==> config.mk <==
export PLATFORM = sky130hd
export DESIGN_NAME = flowStatusSender
export DESIGN_NICKNAME = d
export VERILOG_FILES = /design/src/rtl/fss_pkg.sv /design/src/rtl/fss_ctrl.sv /design/src/rtl/fss_dp.sv /design/src/rtl/flowStatusSender.sv
export SDC_FILE = /design/constraint.sdc
export NUM_CORES = 1
export LEC_CHECK = 0
export ABC_AREA = 1
export BUFFER_PORTS_ARGS = -buffer_cell sky130_fd_sc_hd__buf_2
export CAP_MARGIN = 20
export CORE_ASPECT_RATIO = 1.25
export CORE_UTILIZATION = 50
export CTS_BUF_LIST = sky130_fd_sc_hd__clkbuf_16
export CTS_CLUSTER_DIAMETER = 150
export CTS_CLUSTER_SIZE = 24
export DETAILED_ROUTE_END_ITERATION = 8
export GPL_ROUTABILITY_DRIVEN = 0
export PLACE_DENSITY = 0.7
export SYNTH_ARGS = -nofsm -noshare
export SYNTH_HDL_FRONTEND = slang
export SYNTH_SLANG_ARGS = --single-unit
==> constraint.sdc <==
create_clock -name clk -period 1.7 [get_ports clk]
set_input_delay 0.17 -clock clk [delete_from_list [all_inputs] [get_ports clk]]
set_output_delay 0.17 -clock clk [all_outputs]
set_load 0.01 [all_outputs]
==> src/rtl/fss_pkg.sv <==
package fss_pkg;
  localparam logic [1:0] CODE_FRAME     = 2'b11;
  localparam logic [1:0] CODE_SATISFIED = 2'b10;
  localparam logic [1:0] CODE_HUNGRY    = 2'b01;
  localparam logic [1:0] CODE_STARVING  = 2'b00;

  // strobes from the control to the datapath
  typedef struct packed {
    logic running;    // status passes under way
    logic frameSlot;  // current cycle carries the framing word
    logic calWrOk;    // calendar may be rewritten
  } ctrlStrobes_t;
endpackage

==> src/rtl/fss_ctrl.sv <==
module fss_ctrl
  import fss_pkg::*;
#(
  parameter int CAL_LEN  = 16,
  parameter int CAL_REPS = 1,
  parameter int CNT_W    = 8,
  localparam int CAL_AW  = $clog2(CAL_LEN > 1 ? CAL_LEN : 2)
) (
  input  logic              clk,
  input  logic              rstN,
  input  logic              trainDone,
  input  logic [CNT_W-1:0]  trainTarget,
  output ctrlStrobes_t      strobes,
  output logic [CAL_AW-1:0] calIdx
);
  logic [CNT_W-1:0] trainCnt;
  logic             running;
  logic             atFrame;
  logic             lastEntry;
  logic             passEnd;

  // saturating tally of training patterns
  always_ff @(posedge clk) begin
    if (!rstN)
      trainCnt <= '0;
    else if (trainDone && (trainCnt != {CNT_W{1'b1}}))
      trainCnt <= trainCnt + 1'b1;
  end

  // one-way switch from framing to status passes
  always_ff @(posedge clk) begin
    if (!rstN)
      running <= 1'b0;
    else if (!running && (trainCnt >= trainTarget))
      running <= 1'b1;
  end

  assign lastEntry = (calIdx == CAL_AW'(CAL_LEN - 1));

  generate
    if (CAL_REPS > 1) begin : g_reps
      localparam int REP_W = $clog2(CAL_REPS);
      logic [REP_W-1:0] repCnt;
      always_ff @(posedge clk) begin
        if (!rstN || !running || atFrame)
          repCnt <= '0;
        else if (lastEntry)
          repCnt <= passEnd ? '0 : repCnt + 1'b1;
      end
      assign passEnd = lastEntry && (repCnt == REP_W'(CAL_REPS - 1));
    end else begin : g_single
      assign passEnd = lastEntry;
    end
  endgenerate

  // slot sequencing: frame word, then calendar walks
  always_ff @(posedge clk) begin
    if (!rstN || !running) begin
      atFrame <= 1'b1;
      calIdx  <= '0;
    end else if (atFrame) begin
      atFrame <= 1'b0;
      calIdx  <= '0;
    end else begin
      calIdx  <= lastEntry ? '0 : calIdx + 1'b1;
      atFrame <= passEnd;
    end
  end

  always_comb begin
    strobes.running   = running;
    strobes.frameSlot = !running || atFrame;
    strobes.calWrOk   = !running;
  end
endmodule

==> src/rtl/fss_dp.sv <==
module fss_dp
  import fss_pkg::*;
#(
  parameter int NUM_CH   = 16,
  parameter int CAL_LEN  = 16,
  localparam int CH_W    = $clog2(NUM_CH > 1 ? NUM_CH : 2),
  localparam int CAL_AW  = $clog2(CAL_LEN > 1 ? CAL_LEN : 2)
) (
  input  logic              clk,
  input  logic              rstN,
  input  ctrlStrobes_t      strobes,
  input  logic [CAL_AW-1:0] calIdx,
  input  logic              statWrEn,
  input  logic [CH_W-1:0]   statWrChan,
  input  logic [1:0]        statWrCode,
  input  logic              calWrEn,
  input  logic [CAL_AW-1:0] calWrAddr,
  input  logic [CH_W-1:0]   calWrChan,
  output logic [1:0]        statOut
);
  logic [NUM_CH-1:0][1:0]      chanStat;
  logic [CAL_LEN-1:0][CH_W-1:0] calMem;
  logic [CH_W-1:0]             slotChan;
  logic                        statWrLegal;
  logic                        calWrLegal;

  assign statWrLegal = statWrEn && (int'(statWrChan) < NUM_CH) && (statWrCode != CODE_FRAME);
  assign calWrLegal  = calWrEn && strobes.calWrOk && (int'(calWrAddr) < CAL_LEN)
                       && (int'(calWrChan) < NUM_CH);

  always_ff @(posedge clk) begin
    if (!rstN) begin
      for (int c = 0; c < NUM_CH; c++) chanStat[c] <= CODE_STARVING;
    end else if (statWrLegal) begin
      chanStat[statWrChan] <= statWrCode;
    end
  end

  always_ff @(posedge clk) begin
    if (!rstN) begin
      for (int e = 0; e < CAL_LEN; e++) calMem[e] <= CH_W'(e % NUM_CH);
    end else if (calWrLegal) begin
      calMem[calWrAddr] <= calWrChan;
    end
  end

  assign slotChan = calMem[calIdx];
  assign statOut  = strobes.frameSlot ? CODE_FRAME : chanStat[slotChan];
endmodule

==> src/rtl/flowStatusSender.sv <==
module flowStatusSender
  import fss_pkg::*;
#(
  parameter int NUM_CH   = 16,
  parameter int CAL_LEN  = 16,
  parameter int CAL_REPS = 1,
  parameter int CNT_W    = 8,
  localparam int CH_W    = $clog2(NUM_CH > 1 ? NUM_CH : 2),
  localparam int CAL_AW  = $clog2(CAL_LEN > 1 ? CAL_LEN : 2)
) (
  input  logic              clk,
  input  logic              rstN,
  input  logic              trainDone,
  input  logic [CNT_W-1:0]  trainTarget,
  input  logic              statWrEn,
  input  logic [CH_W-1:0]   statWrChan,
  input  logic [1:0]        statWrCode,
  input  logic              calWrEn,
  input  logic [CAL_AW-1:0] calWrAddr,
  input  logic [CH_W-1:0]   calWrChan,
  output logic [1:0]        statOut,
  output logic              sending
);
  ctrlStrobes_t      strobes;
  logic [CAL_AW-1:0] calIdx;

  fss_ctrl #(.CAL_LEN(CAL_LEN), .CAL_REPS(CAL_REPS), .CNT_W(CNT_W)) u_ctrl (
    .clk(clk), .rstN(rstN), .trainDone(trainDone), .trainTarget(trainTarget),
    .strobes(strobes), .calIdx(calIdx)
  );

  fss_dp #(.NUM_CH(NUM_CH), .CAL_LEN(CAL_LEN)) u_dp (
    .clk(clk), .rstN(rstN), .strobes(strobes), .calIdx(calIdx),
    .statWrEn(statWrEn), .statWrChan(statWrChan), .statWrCode(statWrCode),
    .calWrEn(calWrEn), .calWrAddr(calWrAddr), .calWrChan(calWrChan),
    .statOut(statOut)
  );

  assign sending = strobes.running;
endmodule

==> reports/metrics.yaml <==
status: "finished, violations left"
violations: "setup timing"
dieArea_sq_um: 11300
seq_area_frac_synth: 0.404
num_rows: 42
fmax_mhz: 432
dp_hpwl_microns: 10100
final_cell_mix: "nand2_1 (142), inv_1 (119), nor2_1 (109)"
ctsHoldBuffers: 0
routed_wirelength_microns: 14300
place_area_sq_um: 5910
hp-class: "input port to register"
netlist_instances: 806
synth_edf_count: 0
ant_nets: 0
final_common_cell: "nand2_1"
rsz0062_at_grt: "yes"
crit_path_end_kind: "primary output"
pwr_density_cell_nw_per_um2: 767
dr_wl_met2_microns: 7360
min_period_over_period: 1.36
drc_errors: 0
finalPower_mw: 4.94
leakage_nw: 2.94
critical_path_buf_inv_count: 4
worst_setup_path_start_kind: "register"
place_inst: 971
min_period_ns: 2.31
core-area_sq_um: 10600
vias: 5380
drv_slew: 0
numPortBuffers: 29
grt_pass1_vias: 5088
clock-sinks: 110
io_pins: 30
syn_area_sq_um: 5450
slowest_stage: "dfxtp_4"
insertion_delay_ns: 0.35
cap_violations: 0
worstPathRequired_ns: 1.53
vias_per_cell: 5.41
cp_max_fo: 7
crit_type: "register to primary output"
top_layer_used: "met4"
arrival_ns: 2.14
wl_per_cell_microns: 14.4
grt_pass1_wl_microns: 23200
synth_ff_type: "dfxtp_1"
critPathTopFamily: "simple AND/OR/NAND/NOR gates"
grtUsageTotal: 0.262
finalSetupViolCount: 2
fin_skew_ns: 0.00621
final_area_sq_um: 6450
cts_tree: "yes"
dr_wl_met3_microns: 607
synth_warnings: 0
maxSlewHeadroom: 0.575
dr.pass1.iters: 6
hold_viol_final: 0
die_width_microns: 95.4
die-height_microns: 119
cts_buffers: 9
ir_worst_vdd_v: 0.000415
drive_above_1_share: 0.145
post_layout_nonfiller_instances: 995
async_reset_ff_frac: 0
synth.avg_cell_area_sq_um: 6.76
path_cells: "buf_12, buf_6, nor2_2, nor2_1, nand2_1, nand3_2, nand3_4, buf_4, nand3_1, nand3_1, nand3_1, nand3_2, nand3_2, buf_6"
drt_iter0_markers: 323
syn-num-nets: 843
antenna_found_initial: 0
setup_ws_ns: -0.613
final_nets: 896
totalNegativeSetupSlack_ns: -1.21
met1_length_microns: 5890
ys_seq_elements: 110
diodes: 0
cp_slowest_stage_delay_ns: 0.40
synthToLayoutAreaGrowth_pct: 18.3
htree_num_levels: 3
worst_slew_pin_slew_ns: 0.637
cts.clk_slew.worst_paths_ns: 0.07
timing.hold.ws_ns: 0.140
start_util: 0.513
grt_max_degree: 44
grt-ovfl-total: 0
cts-root-buf: "clkbuf_16"
clk_path_buf_depth: 2
ys_types: 32
==> final cells by class <==
class / count / area (sq um)
inverter: 122 / 478
sequential: 110 / 2210
clock buffer: 9 / 225
clock inverter: 6 / 32.5
timing repair inverter: 1 / 11.3
timing repair buffer: 71 / 588
multi-input combinational: 544 / 2740
tap: 132 / 165
fill: 973 / 4170
==> tightest hold or removal path: stages <==
cell	delay [ns]
buf_2	0.15
o21ai_0	0.08
a21oi_1	0.04
==> per-layer routing <==
metal | track usage | vias up
met5 | 0 | -
met4 | 0.130 | 0
met3 | 0.0399 | 41
met2 | 0.446 | 146
met1 | 0.312 | 2498
li1 | - | 2695
==> through the flow <==
| stage | setup WS (ns) | util |
|---|---|---|
| final | -0.613 | 0.607 |
| after global routing | -0.734 | 0.607 |
| after CTS | -0.543 | 0.587 |
| after detailed placement | -0.208 | 0.556 |
| after global placement | -0.178 | 0.556 |
| after floorplan | 0.0151 | - |
==> cells in the mapped netlist, types with 2 or more instances <==
| library cell | count | area, sq um |
|---|---|---|
| buf_4 | 3 | 22.5 |
| clkbuf_1 | 16 | 60.1 |
| nand2_1 | 145 | 544 |
| inv_1 | 118 | 443 |
| a21oi_1 | 59 | 295 |
| nand3_2 | 3 | 30.0 |
| o21ai_1 | 4 | 20.0 |
| buf_6 | 5 | 56.3 |
| ha_1 | 10 | 125 |
| nor3_1 | 2 | 10.0 |
| nand4_1 | 3 | 18.8 |
| o21ai_0 | 85 | 425 |
| o211ai_1 | 16 | 120 |
| dfxtp_1 | 110 | 2200 |
| nand3_4 | 2 | 35.0 |
| buf_2 | 4 | 20.0 |
| buf_8 | 2 | 30.0 |
| nor2_1 | 117 | 439 |
| nand3b_1 | 8 | 60.1 |
| nand3_1 | 81 | 405 |
| inv_2 | 2 | 7.51 |
==> cells by family (layout without fill, tap and decap cells) <==
logic type      Yosys count  after routing  share of synthesized area
xor+xnor                  1              1                    0.00161
simple gates            365            366                      0.289
fa+ha+maj                10             10                     0.0230
compound gates          167            167                      0.162
flops                   110            110                      0.404
buf+inv                 153            209                      0.121
==> flip-flops by register name, summed over array words and instances, names as in the netlist <==
register / count
u_dp.chanStat: 32
u_dp.calMem: 64
u_ctrl.trainCnt: 8
u_ctrl.running: 1
u_ctrl.atFrame: 1
u_ctrl.calIdx: 4
==> timing repair <==
| action | 4_1_cts | 5_1_grt |
|---|---|---|
| cloned | 2 | 2 |
| pin swaps | 2 | 9 |
| setup buffers | 1 | 4 |
| resized for setup | 8 | 42 |
| endpoints found under the setup margin | 2 | 29 |
==> report_power, final <==
group / internal [mW] / leakage, nW / switching, mW
Combinational: 0.128 / 1.92 / 0.261
Clock: 0.971 / 0.131 / 0.930
Sequential: 2.63 / 0.892 / 0.0255
==> final timing paths <==
path	slack, ns	end	depth (start not counted)	startpoint
max	-0.61	statOut[0]	14	u_ctrl.calIdx[0]
min	0.14	u_dp.chanStat[24]	3	rstN
max reg2reg	0.16	u_ctrl.trainCnt[5]	9	u_ctrl.trainCnt[0]
min reg2reg	0.45	u_dp.calMem[11]	2	u_dp.calMem[11]
No activity file was read; power rests on OpenSTA's default activity.
